==> config.mk <==
export PLATFORM = sky130hd
export DESIGN_NAME = mchk_entry
export DESIGN_NICKNAME = d
export VERILOG_FILES = /design/src/rtl/mchk_pkg.sv /design/src/rtl/mchk_dsisr_fmt.sv /design/src/rtl/mchk_status_img.sv /design/src/rtl/mchk_entry.sv
export SDC_FILE = /design/constraint.sdc
export NUM_CORES = 1
export LEC_CHECK = 0
export BUFFER_PORTS_ARGS = -buffer_cell sky130_fd_sc_hd__buf_2
export CAP_MARGIN = 15
export CORE_ASPECT_RATIO = 0.5
export CORE_UTILIZATION = 39
export CTS_CLUSTER_SIZE = 30
export DETAILED_ROUTE_END_ITERATION = 8
export PLACE_DENSITY_LB_ADDON = 0.05
export SLEW_MARGIN = 30
export SYNTH_ARGS = -nofsm -noshare
export SYNTH_HDL_FRONTEND = slang
export SYNTH_SLANG_ARGS = --single-unit
==> constraint.sdc <==
create_clock -name clk -period 1.6 [get_ports clk]
set_clock_uncertainty 0.2 [all_clocks]
set_input_delay 0.32 -clock clk [delete_from_list [all_inputs] [get_ports clk]]
set_output_delay 0.32 -clock clk [all_outputs]
set_load 0.01 [all_outputs]
==> src/rtl/mchk_pkg.sv <==
package mchk_pkg;

    localparam int unsigned XLEN = 32;

    // big-endian field numbers, converted to port bit indices
    localparam int unsigned MSR_IP  = XLEN - 1 - 25;
    localparam int unsigned MSR_ME  = XLEN - 1 - 19;
    localparam int unsigned MSR_ILE = XLEN - 1 - 15;
    localparam int unsigned MSR_LE  = XLEN - 1 - 31;
    localparam int unsigned SRR1_IFETCH = XLEN - 1 - 1;
    localparam int unsigned LOW_HALF = XLEN / 2;

    typedef enum logic [1:0] {
        ST_RUN      = 2'd0,
        ST_DEBUG    = 2'd1,
        ST_CHKSTOP  = 2'd2
    } mchk_state_e;

    typedef struct packed {
        mchk_state_e     state;
        logic [XLEN-1:0] srr0;
        logic [XLEN-1:0] srr1;
        logic [XLEN-1:0] msr;
        logic [XLEN-1:0] dsisr;
        logic [XLEN-1:0] dar;
        logic [XLEN-1:0] redir_addr;
        logic            redir_vld;
    } mchk_regs_t;

endpackage

==> src/rtl/mchk_dsisr_fmt.sv <==
module mchk_dsisr_fmt
    import mchk_pkg::*;
#(
    parameter int unsigned XFORM_OPCODE = 31,
    parameter int unsigned OPC_W        = 6
) (
    input  logic [XLEN-1:0] inst_i,
    output logic            is_xform_o,
    output logic [XLEN-1:0] dsisr_o
);
    localparam int unsigned BE_FIELD_LO = 22;
    localparam int unsigned FIELD_N     = 10;
    localparam int unsigned REG_N       = 4;

    // primary opcode occupies the top OPC_W bits
    assign is_xform_o = (inst_i[XLEN-1 -: OPC_W] == OPC_W'(XFORM_OPCODE));

    logic [XLEN-1:0] img;

    always_comb begin
        img = '0;
        if (is_xform_o) begin
            img[XLEN-1-15] = inst_i[XLEN-1-29];
            img[XLEN-1-16] = inst_i[XLEN-1-30];
            img[XLEN-1-17] = inst_i[XLEN-1-25];
            for (int i = 0; i < int'(REG_N); i++)
                img[XLEN-1-(18+i)] = inst_i[XLEN-1-(21+i)];
        end else begin
            img[XLEN-1-17] = inst_i[XLEN-1-5];
            for (int i = 0; i < int'(REG_N); i++)
                img[XLEN-1-(18+i)] = inst_i[XLEN-1-(1+i)];
        end
        for (int i = 0; i < int'(FIELD_N); i++)
            img[XLEN-1-(BE_FIELD_LO+i)] = inst_i[XLEN-1-(6+i)];
    end

    assign dsisr_o = img;

    logic inst_bits_unused;
    assign inst_bits_unused = ^{inst_i[0], inst_i[5:3], inst_i[15:11]};

endmodule

==> src/rtl/mchk_status_img.sv <==
module mchk_status_img
    import mchk_pkg::*;
#(
    parameter logic [XLEN-1:0] VEC_OFFSET = 32'h0000_0200,
    parameter logic [XLEN-1:0] HIGH_BASE  = 32'hFFF0_0000
) (
    input  logic [XLEN-1:0] msr_i,
    input  logic            is_fetch_i,
    output logic [XLEN-1:0] srr1_o,
    output logic [XLEN-1:0] msr_o,
    output logic [XLEN-1:0] vector_o
);
    always_comb begin
        srr1_o = '0;
        srr1_o[LOW_HALF-1:0] = msr_i[LOW_HALF-1:0];
        srr1_o[SRR1_IFETCH]  = is_fetch_i;
    end

    always_comb begin
        msr_o = '0;
        msr_o[MSR_IP] = msr_i[MSR_IP];
        msr_o[MSR_LE] = msr_i[MSR_ILE];
    end

    assign vector_o = msr_i[MSR_IP] ? (HIGH_BASE | VEC_OFFSET) : VEC_OFFSET;

    logic msr_hi_unused;
    assign msr_hi_unused = ^msr_i[XLEN-1:MSR_ILE+1];

endmodule

==> src/rtl/mchk_entry.sv <==
module mchk_entry
    import mchk_pkg::*;
#(
    parameter logic [31:0] VEC_OFFSET   = 32'h0000_0200,
    parameter logic [31:0] HIGH_BASE    = 32'hFFF0_0000,
    parameter int unsigned XFORM_OPCODE = 31
) (
    input  logic        clk,
    input  logic        rst,
    input  logic        err_i,
    input  logic        err_is_fetch_i,
    input  logic        debug_en_i,
    input  logic [31:0] msr_i,
    input  logic [31:0] inst_ea_i,
    input  logic [31:0] inst_word_i,
    input  logic [31:0] data_ea_i,
    output logic [31:0] srr0_o,
    output logic [31:0] srr1_o,
    output logic [31:0] msr_o,
    output logic [31:0] dsisr_o,
    output logic [31:0] dar_o,
    output logic        redirect_vld_o,
    output logic [31:0] redirect_addr_o,
    output logic        checkstop_o,
    output logic        debug_o,
    output logic        rst_req_o
);
    mchk_regs_t r_q, r_d;

    logic [XLEN-1:0] srr1_img, msr_img, vec_addr, dsisr_img;
    logic            xform;

    mchk_status_img #(
        .VEC_OFFSET (VEC_OFFSET),
        .HIGH_BASE  (HIGH_BASE)
    ) u_status (
        .msr_i      (msr_i),
        .is_fetch_i (err_is_fetch_i),
        .srr1_o     (srr1_img),
        .msr_o      (msr_img),
        .vector_o   (vec_addr)
    );

    mchk_dsisr_fmt #(
        .XFORM_OPCODE (XFORM_OPCODE)
    ) u_dsisr (
        .inst_i     (inst_word_i),
        .is_xform_o (xform),
        .dsisr_o    (dsisr_img)
    );

    logic xform_unused;
    assign xform_unused = xform;

    always_comb begin
        r_d           = r_q;
        r_d.redir_vld = 1'b0;
        if (r_q.state == ST_RUN && err_i) begin
            if (msr_i[MSR_ME]) begin
                r_d.srr0       = inst_ea_i;
                r_d.srr1       = srr1_img;
                r_d.msr        = msr_img;
                r_d.redir_vld  = 1'b1;
                r_d.redir_addr = vec_addr;
                if (!err_is_fetch_i) begin
                    r_d.dsisr = dsisr_img;
                    r_d.dar   = data_ea_i;
                end
            end else if (debug_en_i) begin
                r_d.state = ST_DEBUG;
            end else begin
                r_d.state = ST_CHKSTOP;
            end
        end
    end

    always_ff @(posedge clk) begin
        if (rst) begin
            r_q <= '{state: ST_RUN, default: '0};
        end else begin
            r_q <= r_d;
        end
    end

    assign srr0_o          = r_q.srr0;
    assign srr1_o          = r_q.srr1;
    assign msr_o           = r_q.msr;
    assign dsisr_o         = r_q.dsisr;
    assign dar_o           = r_q.dar;
    assign redirect_vld_o  = r_q.redir_vld;
    assign redirect_addr_o = r_q.redir_addr;
    assign checkstop_o     = (r_q.state == ST_CHKSTOP);
    assign debug_o         = (r_q.state == ST_DEBUG);
    assign rst_req_o       = (r_q.state == ST_CHKSTOP);

endmodule

==> results.md <==
* Status: finished with violations
* Failing checks: setup timing
* Library cells used by synthesis at 25
* Synth Cell Area at 5190 sq um
* DR vias/cell at approximately 4.4
* Gpl congestion at around 0.74
* Largest net degree at the start of global routing at 45
* Simple-gate share of the synthesized area at ~14%
* Fin crit share at 107%
* Worst Hold Class: in2reg
* Die Area at about 14000 sq um
* Antenna Nets Post-Route at 0
* Num rows at 29
* Tmin final at 1.72 ns
* Clk Latency, worst-skew pair at between 0.3 and 0.4 ns
* Syn avg cell area at roughly 7.9 sq um
* Top-area cell type share of the netlist area at 39.3%
* Critical path, cell by cell: buf_6 > nor4bb_4 > buf_4 > buf_12 > buf_12 > buf_12 > nand3_1 > a21oi_1
* Total gr overflow at 0
* Worst setup margin at -0.120 ns
* Worst slack at placement at -0.109 ns
* Io pins at approximately 330
* Reg area at slightly above 2000 sq um
* First-pass GRT wire length at between 15000 and 20000 microns
* Clock root buffer: clkbuf_16
* Final std cells w/o fill at around 960
* CTS Buffer Depth at 2
* Commonest non-fill, non-tap cell in the layout: buf_2
* # fillers at 1276
* Unrepaired setup endpoints after global routing: yes
* DR iter-0 viols at between 200 and 300
* Peak Freq at around 580 MHz
* CTS tree: yes
* Initial Util at between 40 and 50%
* Area share of fa/ha/maj cells after synthesis at 0%
* Main combinational cell family by area after synthesis: buffers and inverters
* IO Port Bufs at about 230
* Power per cell area at between 800 and 900 nW/um^2
* Critical Path Most Common Cell: buf_12
* CP Max Fanout at 8
* Dpl cells at between 900 and 1000
* Share of cells above drive strength 1 at between 40% and 50%
* H-Tree Depth at 3
* Clock sink count at ~100
* CP max-delay cell: dfxtp_2
* Initial antenna violation count at 0
* Drt wl/cell at roughly 14 microns
* Vias in the first global route at 3661
* Multiplexer area fraction after synthesis at 0%
* Critical Path Source Type: register
* Final setup violation count at 48
* GRT Total Usage at between 15 and 20%
* Clk slew on worst S/H paths at 0.07 ns
* Peak supply drop at ~0.47 mV
* Core region area at 12800 sq um
* Syn Inst Count at 655
* DR vias at approximately 4300
* CTS buffer count at 9
* Iteration count of the initial detailed-routing pass at 4
* Data required, critical path at roughly 1.7 ns
* Crit. End Element: register
* Crit-path max cell delay at around 0.32 ns
* Residual DRC at 0
* Pins Over Slew Limit at 0
* Detailed Route WL at approximately 13000 microns
* Sequential area share after synthesis at 39.3%
* Die H at 83.6 microns
* Hold Violations, Final at 0
* Area contributors post-synth: dfxtp_1, buf_4, a21oi_1
* Max_cap viols at 0
* Yosys reg bits at about 100
* CP bufs+invs at 5
* Yosys top cell by area: dfxtp_1
* WP data arrival at around 1.8 ns
* Top cell family by delay on the critical path: buffers and inverters
* Die extent in x at about 170 microns
* DP Wirelength at around 9100 microns
* Area growth from synthesis to layout at 24.6%
* Area occupied by multi-input gates at approximately 2100 sq um
* Yosys warns at 0
* Post-Synth XOR/XNOR Area at 0%
* # diodes at 0
* Design Area, Final at roughly 6500 sq um
* Cell Area, Placed at around 5500 sq um
* Final Net Count at slightly above 900
* Crit path kind: reg2reg
* Most frequent cells in the layout: buf_2, dfxtp_1, nand2_1, conb_1, a21oi_1
* Static Leakage at around 3 nW
* Synth Area in Compound Gates at between 10% and 20%
==> where the power goes <==
part | switching (mW) | total [mW] | internal, mW | leakage (nW)
Clock | 1.01 | 2.09 | 1.08 | 0.141
Sequential | 0.0490 | 2.69 | 2.64 | 0.831
Combinational | 0.574 | 1.03 | 0.452 | 2.04
==> metal layers <==
metal	track usage [%]	part of all wire, %	routed length [microns]	vias to the layer above
li1	-	-	-	2147
met5	0	0	0	-
met3	4.82	7.3	966	11
met2	29.4	48	6320	156
met4	4.34	0.94	125	0
met1	23.4	44	5900	1947
==> sequential cells by signal (all words and copies together), names as in the netlist <==
signal / count
dar_o: 32
dsisr_o: 17
msr_o: 1
r_q: 2
redirect_vld_o: 1
srr0_o: 32
srr1_o: 17
==> repair_timing <==
action	in CTS	in global routing
hold buffers	10	2
pin swaps	5	41
setup endpoints to repair	88	101
hold endpoints to repair	10	2
gates cloned	5	2
gates resized for setup	19	61
buffers inserted	8	2
==> stage by stage <==
stage / power (mW) / hold WS [ns] / TNS [ns] / utilization (%)
5_1_grt: 6.08 / 0.00876 / -7.61 / 50.5
2_1_floorplan: 3.47 / 0.237 / 0 / -
3_5_place_dp: 3.59 / 0.243 / -6.10 / 43.3
6_report: 5.81 / 0.0143 / -1.79 / 50.5
4_1_cts: 5.82 / 0.00136 / -2.66 / 48.5
3_3_place_gp: 3.59 / 0.239 / -5.96 / 43.3
==> cell families after synthesis <==
logic type	count (synthesis)
AO/OA/AOI/OAI	147
buffers and inverters	236
other	1
AND/OR/NAND/NOR	169
flip-flops	102
==> cells in the mapped netlist <==
library cell / n
o21ai_0: 46
nor2b_1: 5
a32o_1: 3
conb_1: 1
a31oi_1: 1
nor4b_1: 1
o2111ai_1: 1
and2b_1: 1
nand4b_1: 1
clkinv_1: 1
buf_4: 194
dfxtp_1: 102
nand4bb_1: 1
or4_1: 2
buf_2: 16
a21oi_1: 95
nand2_1: 100
nor4bb_1: 1
nand2b_1: 3
nand3_1: 43
clkbuf_1: 25
nor3_1: 1
nor2_1: 7
o211ai_1: 1
or3_1: 3
==> worst register-to-register path, delay by kind of cell (launching register included) <==
family	cells	cell delay (ns)
buffers and inverters	5	0.66
DFF	1	0.32
AOI/OAI and AO/OA	1	0.12
and+or+nand+nor	2	0.34
==> path summary, 6_finish.rpt <==
check,from,end,slack [ns],cells past startpoint
worst max-delay path,r_q[193]$_SDFFE_PP0P_,dar_o[6]$_SDFFE_PP0P_,-0.12,8
worst min-delay path,inst_ea_i[9],srr0_o[9]$_SDFFE_PP0P_,0.01,3
worst max register to register,r_q[193]$_SDFFE_PP0P_,dar_o[6]$_SDFFE_PP0P_,-0.12,8
worst min register to register,srr1_o[13]$_SDFFE_PP0P_,srr1_o[13]$_SDFFE_PP0P_,0.25,2
==> layout make-up <==
type	instances	share of cell area, %
multi-input combinational	395	32.5
sequential	102	31.6
timing repair buffer	278	28.3
clock buffer	9	3.48
tap	170	3.29
clock inverter	7	0.832
inverter	1	0.0580
Power figures use the tool's default switching activity.
